## config.mk

```make
export PLATFORM = sky130hd
export DESIGN_NAME = rx_source_sel
export DESIGN_NICKNAME = d
export VERILOG_FILES = /design/src/rtl/rx_src_pkg.sv /design/src/rtl/rx_lane_requant.sv /design/src/rtl/rx_test_pattern.sv /design/src/rtl/rx_src_arbiter.sv /design/src/rtl/rx_source_sel.sv
export SDC_FILE = /design/constraint.sdc
export NUM_CORES = 1
export LEC_CHECK = 0
export CAP_MARGIN = 20
export CELL_PAD_IN_SITES_DETAIL_PLACEMENT = 2
export CELL_PAD_IN_SITES_GLOBAL_PLACEMENT = 2
export CORE_MARGIN = 2
export CORE_UTILIZATION = 22
export DETAILED_ROUTE_END_ITERATION = 16
export PLACE_DENSITY_LB_ADDON = 0.1
export SYNTH_ARGS = -nofsm -noshare
export SYNTH_HDL_FRONTEND = slang
export SYNTH_SLANG_ARGS = --single-unit
```

## constraint.sdc

```tcl
create_clock -name clk -period 4.1 [get_ports clk]
set_input_delay 0.82 -clock clk [delete_from_list [all_inputs] [get_ports clk]]
set_output_delay 0.82 -clock clk [all_outputs]
set_load 0.03 [all_outputs]
```

## src/rtl/rx_src_pkg.sv

```systemverilog
package rx_src_pkg;
  typedef enum logic [1:0] {
    SRC_CHAN = 2'd0,
    SRC_RAW  = 2'd1,
    SRC_CNT  = 2'd2,
    SRC_RSVD = 2'd3
  } src_mode_e;
endpackage

```

## src/rtl/rx_lane_requant.sv

```systemverilog
module rx_lane_requant #(
  parameter int IN_W    = 25,
  parameter int IN_FRAC = 23,
  parameter int OUT_W   = 16
) (
  input  logic signed [IN_W-1:0]  din,
  output logic signed [OUT_W-1:0] dout
);
  localparam int DROP  = IN_FRAC - (OUT_W - 1);
  localparam int EXT_W = IN_W + 1;
  localparam int SH_W  = EXT_W - DROP;
  localparam logic [EXT_W-1:0] HALF = EXT_W'(1) << (DROP - 1);
  localparam logic signed [SH_W-1:0] MAXV = SH_W'((2 ** (OUT_W - 1)) - 1);
  localparam logic signed [SH_W-1:0] MINV = SH_W'(-(2 ** (OUT_W - 1)));

  logic [EXT_W-1:0]       biased;
  logic signed [SH_W-1:0] shifted;

  // sign-extend one bit so the rounding offset cannot overflow
  assign biased  = {din[IN_W-1], din} + HALF;
  assign shifted = biased[EXT_W-1:DROP];

  always_comb begin
    if (shifted > MAXV)      dout = MAXV[OUT_W-1:0];
    else if (shifted < MINV) dout = MINV[OUT_W-1:0];
    else                     dout = shifted[OUT_W-1:0];
  end
endmodule

```

## src/rtl/rx_test_pattern.sv

```systemverilog
module rx_test_pattern #(
  parameter int LANES     = 4,
  parameter int FRAME_LEN = 512,
  parameter int SW        = 16,
  parameter int FRM_W     = 16
) (
  input  logic                   clk,
  input  logic                   rst_n,
  input  logic                   tick,
  input  logic                   clear,
  output logic                   pat_valid,
  output logic                   pat_sof,
  output logic [LANES*2*SW-1:0]  pat_data
);
  localparam int IDX_W = $clog2(FRAME_LEN);
  localparam logic [IDX_W-1:0] LAST = IDX_W'(FRAME_LEN - LANES);
  localparam logic [IDX_W-1:0] STEP = IDX_W'(LANES);

  logic [IDX_W-1:0] idx;
  logic [FRM_W-1:0] frm;

  always_ff @(posedge clk) begin
    if (!rst_n || clear) begin
      idx <= '0;
      frm <= '0;
    end else if (tick) begin
      if (idx == LAST) begin
        idx <= '0;
        frm <= frm + 1'b1;
      end else begin
        idx <= idx + STEP;
      end
    end
  end

  assign pat_valid = tick;
  assign pat_sof   = tick && (idx == '0);

  for (genvar k = 0; k < LANES; k++) begin : g_lane
    assign pat_data[k*2*SW +: SW]    = SW'(idx) + SW'(k);
    assign pat_data[k*2*SW+SW +: SW] = SW'(frm);
  end

  p_step_r3: assert property (@(posedge clk) disable iff (!rst_n)
    (tick && !clear && idx != LAST) |=> idx == $past(idx) + STEP);
  p_wrap_r4: assert property (@(posedge clk) disable iff (!rst_n)
    (tick && !clear && idx == LAST) |=> (idx == '0 && frm == $past(frm) + 1'b1));
  p_clear_r5: assert property (@(posedge clk) disable iff (!rst_n)
    clear |=> (idx == '0 && frm == '0));
endmodule

```

## src/rtl/rx_src_arbiter.sv

```systemverilog
module rx_src_arbiter
  import rx_src_pkg::*;
(
  input  logic      clk,
  input  logic      rst_n,
  input  src_mode_e req_mode,
  input  logic [3:0] src_valid,
  input  logic [3:0] src_sof,
  output src_mode_e eff_mode,
  output src_mode_e act_mode
);
  logic switch_now;

  assign switch_now = (req_mode != SRC_RSVD) && (req_mode != act_mode) &&
                      src_valid[req_mode] && src_sof[req_mode];
  assign eff_mode   = switch_now ? req_mode : act_mode;

  always_ff @(posedge clk) begin
    if (!rst_n) act_mode <= SRC_CHAN;
    else        act_mode <= eff_mode;
  end

  p_no_rsvd_r10: assert property (@(posedge clk) disable iff (!rst_n)
    act_mode != SRC_RSVD);
endmodule

```

## src/rtl/rx_source_sel.sv

```systemverilog
module rx_source_sel
  import rx_src_pkg::*;
#(
  parameter int LANES     = 4,
  parameter int CHN_W     = 25,
  parameter int CHN_FRAC  = 23,
  parameter int SW        = 16,
  parameter int FRAME_LEN = 512,
  parameter int FRM_W     = 16
) (
  input  logic                     clk,
  input  logic                     rst_n,
  input  logic [1:0]               mode_sel,
  input  logic                     sw_trigger,
  input  logic                     chan_valid,
  input  logic                     chan_sof,
  input  logic [LANES*2*CHN_W-1:0] chan_data,
  input  logic                     raw_valid,
  input  logic                     raw_sof,
  input  logic [LANES*2*SW-1:0]    raw_data,
  output logic                     out_valid,
  output logic                     out_sof,
  output logic [LANES*2*SW-1:0]    out_data
);
  localparam int OW = LANES * 2 * SW;
  localparam int PARTS = LANES * 2;

  logic [OW-1:0] chan_q15;
  logic          cnt_valid, cnt_sof;
  logic [OW-1:0] cnt_data;
  src_mode_e     eff_mode, act_mode;
  logic          sel_v, sel_s;
  logic [OW-1:0] sel_d;

  for (genvar p = 0; p < PARTS; p++) begin : g_part
    rx_lane_requant #(.IN_W(CHN_W), .IN_FRAC(CHN_FRAC), .OUT_W(SW)) u_rq (
      .din  (chan_data[p*CHN_W +: CHN_W]),
      .dout (chan_q15[p*SW +: SW])
    );
  end

  rx_test_pattern #(
    .LANES(LANES), .FRAME_LEN(FRAME_LEN), .SW(SW), .FRM_W(FRM_W)
  ) u_pat (
    .clk       (clk),
    .rst_n     (rst_n),
    .tick      (raw_valid),
    .clear     (sw_trigger),
    .pat_valid (cnt_valid),
    .pat_sof   (cnt_sof),
    .pat_data  (cnt_data)
  );

  rx_src_arbiter u_arb (
    .clk       (clk),
    .rst_n     (rst_n),
    .req_mode  (src_mode_e'(mode_sel)),
    .src_valid ({1'b0, cnt_valid, raw_valid, chan_valid}),
    .src_sof   ({1'b0, cnt_sof, raw_sof, chan_sof}),
    .eff_mode  (eff_mode),
    .act_mode  (act_mode)
  );

  always_comb begin
    case (eff_mode)
      SRC_RAW: begin sel_v = raw_valid;  sel_s = raw_sof;  sel_d = raw_data; end
      SRC_CNT: begin sel_v = cnt_valid;  sel_s = cnt_sof;  sel_d = cnt_data; end
      SRC_CHAN: begin sel_v = chan_valid; sel_s = chan_sof; sel_d = chan_q15; end
      default: begin sel_v = 1'b0;       sel_s = 1'b0;     sel_d = '0;       end
    endcase
  end

  always_ff @(posedge clk) begin
    if (!rst_n) begin
      out_valid <= 1'b0;
      out_sof   <= 1'b0;
      out_data  <= '0;
    end else begin
      out_valid <= sel_v;
      out_sof   <= sel_v && sel_s;
      out_data  <= sel_v ? sel_d : '0;
    end
  end

  p_sof_valid_r2: assert property (@(posedge clk) disable iff (!rst_n)
    out_sof |-> out_valid);
  p_idle_zero_r2: assert property (@(posedge clk) disable iff (!rst_n)
    !out_valid |-> out_data == '0);
  p_sign_r6: assert property (@(posedge clk) disable iff (!rst_n)
    !chan_data[CHN_W-1] |-> !chan_q15[SW-1]);
  p_switch_sof_r9: assert property (@(posedge clk) disable iff (!rst_n)
    (act_mode != $past(act_mode)) |-> out_sof);
endmodule

```

==> flow_summary_export.csv <==
group,metric,value,unit
sta,timing.final.max_slew_violations,0,
critical_path,worstPathCellList,"inv_1 > ha_1 > or4b_1 > nor4b_2 > a31oi_1 > nor2_1 > mux2i_1 > buf_4 > ha_4 > nand2b_1 > a211o_4 > nor2_4 > buf_4 > nand2_1 > o211ai_1",
yosys,synth-edff-count,0,
critical_path,crit_slowest_cell,"or4b_1",
drt,drt_drc_violations_left,0,
clocking,cts_resized,0,
place,dp.final_hpwl,36700,µm
global_routing,number_of_global_route_vias_before_repair,11000,
yosys,mappedNetlistArea,9230,µm²
cells_and_area,final-instance-count-excl-fill,2077,
cells_and_area,final_core_util,35.1,%
critical_path,timing.critical_path.slowest_cell_delay,0.47,ns
sta,max_freq,261,MHz
global_routing,grt_pass1_wl,70600,µm
global_routing,grt_max_degree,68,
drt,route.detailed.vias_per_inst,4.95,
place,gpl.final_weighted_congestion,0.823,
drt,vias,10300,
clocking,cts-root-buf,"clkbuf_16",
yosys,syn-instance-count,1126,
global_routing,gr-total-overflow,0,
critical_path,worst_path_dominant_cell_family,"simple AND/OR/NAND/NOR gates",
sta,setup_repair_after_global_routing_missed_its_margin,"false",
yosys,synth_nets,1480,
yosys,ys_warnings,0,
die,die_h,209,µm
critical_path,cp-start-kind,"flop",
sta,finalSetupTns,0,ns
global_routing,met1_grt_util,28.6,%
cells_and_area,cell_area_after_layout,14600,µm²
global_routing,antenna_found_initial,9,
clocking,cts.path.max_buffers,2,
job,cap_violations,0,
clocking,post-cts-setup-buffers,0,
yosys,synth.avg_cell_area,8.20,µm²
drt,postRouteAntennaNets,0,
place,placed_cells,2041,
run_status,outcome,"completed",
sta,final_critical_path_required_period,3.84,ns
yosys,synth.yosys.seq_area_share,33.6,%
critical_path,worstPathBufferInverterCount,3,
critical_path,worstSetupEndpointType,"flop",
global_routing,globalRouteMet2Util,34.7,%
global_routing,gr_usage_total,21.6,%
sta,timing_hold_violations_final,0,
clocking,cts_num_sinks,155,
critical_path,critical_path_arrival,4.25,ns
yosys,yosys.area.top_type,"dfxtp_1",
sta,fin_worst_skew,0.0105,ns
die,floorplan.initialDensity,22.2,%
global_routing,grtUsageMet3,4.78,%
yosys,synth.top_cells.by_area,"dfxtp_1, xnor2_1, xor2_1, a22oi_1, nand2_1",
sta,relSlewSlack,31.6,%
global_routing,globalRoute.busiestLayer,"met2",
clocking,clock_input_transition_at_the_sequential_cells_of_the_worst_setup_and_hold_paths,0.07,ns
yosys,postSynth.topFlopCell,"dfxtp_1",
critical_path,path_common_cell,"buf_4",
die,io_pins,467,
die,floorplan.rows,75,
yosys,yosysTopAreaCellShare,33.6,%
die,die_w,209,µm
sta,final_min_period_over_clock_period,93.6,%
min_path,tightest_hold_check_type,"flop to flop",
critical_path,setup.worst_path.class,"flop to flop",
place,buffer_ports.inserted,410,
sta,final-setup-viol-count,0,
sta,worst_slew_pin_slew,1.03,ns
die,fp.dieArea,43600,µm²
clocking,clock_latency_late_sink,0.48,ns
clocking,cts.hold.buffers_added,0,
yosys,synth_most_common_cell,"dfxtp_1",
power,power.total,4690,µW
place,dpl-instance-area,14000,µm²
cells_and_area,design.final.nets,1875,
critical_path,cp_data_required_time,4.51,ns
cells_and_area,layout-drive-gt1-share,6.65,%
yosys,number_of_different_library_cells_in_the_post_synthesis_netlist,69,
clocking,cts.htree.levels,4,
critical_path,timing.critical_path.fanout_max,14,
drt,detail_route.first_pass.iterations,7,
power,power-per-cell-area,320,nW/µm²
clocking,numCtsBuffers,17,
yosys,synth_top_cells_by_count,"dfxtp_1, nand2_1, a22oi_1, nor2_1, xnor2_1",
power,leakagePower,0.00508,µW
drt,detail_route.wl_per_cell,22.6,µm
clocking,cts_tree,"yes",
cells_and_area,layout-area-overhead-vs-synth,58.6,%
drt,starting_drc_count_in_detailed_routing,371,
yosys,async_reset_ff_share,0,%
drt,postRouteWirelength,47000,µm
power,ir_drop,0.272,mV
die,core,41700,µm²
yosys,yosys_register_bits,155,
-- worst register-to-register path, stage by stage, from the launching register on --
cell and delay (ns):
dfxtp_1 0.36, inv_1 0.08, ha_1 0.14, or4b_1 0.47
nor4b_2 0.34, a31oi_1 0.17, nor2_1 0.14, mux2i_1 0.24
buf_4 0.18, ha_4 0.19, nand2b_1 0.19, a211o_4 0.39
nor2_4 0.10, buf_4 0.18, nand2_1 0.36, o211ai_1 0.24
-- through the flow --
stage,setup slack (ns),hold WS (ns)
after floorplan,0.601,0.492
after global placement,0.00658,0.510
after detailed placement,-0.115,0.532
after CTS,0.0468,0.549
after global routing,0.0216,0.595
final,0.262,0.542
-- worst paths after layout --
check               startpoint           end  slack [ns]  depth (start not counted)
setup / recovery  u_pat.idx[2]  out_data[78]        0.26                         15
hold / removal    u_pat.frm[5]  u_pat.frm[5]        0.54                          2
setup reg to reg  u_pat.idx[2]  out_data[78]        0.26                         15
hold reg to reg   u_pat.frm[5]  u_pat.frm[5]        0.54                          2
-- report_power, final --
group / internal (µW) / total (µW) / switching [µW]
Combinational: 606 / 1310 / 702
Clock: 972 / 1730 / 758
Sequential: 1610 / 1650 / 36.4
Total: 3190 / 4690 / 1500
-- cell families (layout without fill, tap and decap cells) --
family | count (synthesis) | in the layout | synth area share, %
buf+inv | 89 | 497 | 4.18
flops | 155 | 155 | 33.6
other cells | 0 | 4 | 0
simple gates | 425 | 425 | 23.9
fa+ha+maj | 18 | 18 | 2.43
mux | 5 | 5 | 0.542
compound gates | 303 | 303 | 22.9
xor+xnor | 131 | 131 | 12.4
-- metal layers --
layer  part of all wire [%]  vias up
met4                    1.9        6
met2                     46      232
li1                       -     4935
met1                     47     5076
met3                    4.7       41
met5                  0.072        -
-- placed cells by master (no fill, tap or decap), types with 40 or more instances in the layout --
| master | count |
|---|---|
| nor2_1 | 69 |
| a22oi_1 | 71 |
| nand3_1 | 59 |
| a21oi_1 | 62 |
| xnor2_1 | 67 |
| nand2_1 | 127 |
| xor2_1 | 64 |
| dfxtp_1 | 155 |
| o211ai_1 | 40 |
| clkdlybuf4s50_1 | 410 |
-- area by class of cell --
class / count / area [µm²]
Timing Repair Buffer: 441 / 4360
Clock inverter: 14 / 173
Sequential cell: 155 / 3100
Clock buffer: 18 / 439
Multi-Input combinational cell: 882 / 5790
Fill cell: 4723 / 27000
Antenna cell: 4 / 10.0
Inverter: 24 / 90.1
Tap cell: 539 / 674
-- registers in the layout, summed over array words and instances, names as in the netlist --
signal and cells:
out_data 128, u_pat.frm 16, u_pat.idx 7, u_arb.act_mode 2
out_sof 1, out_valid 1
Power figures use the tool's default switching activity.
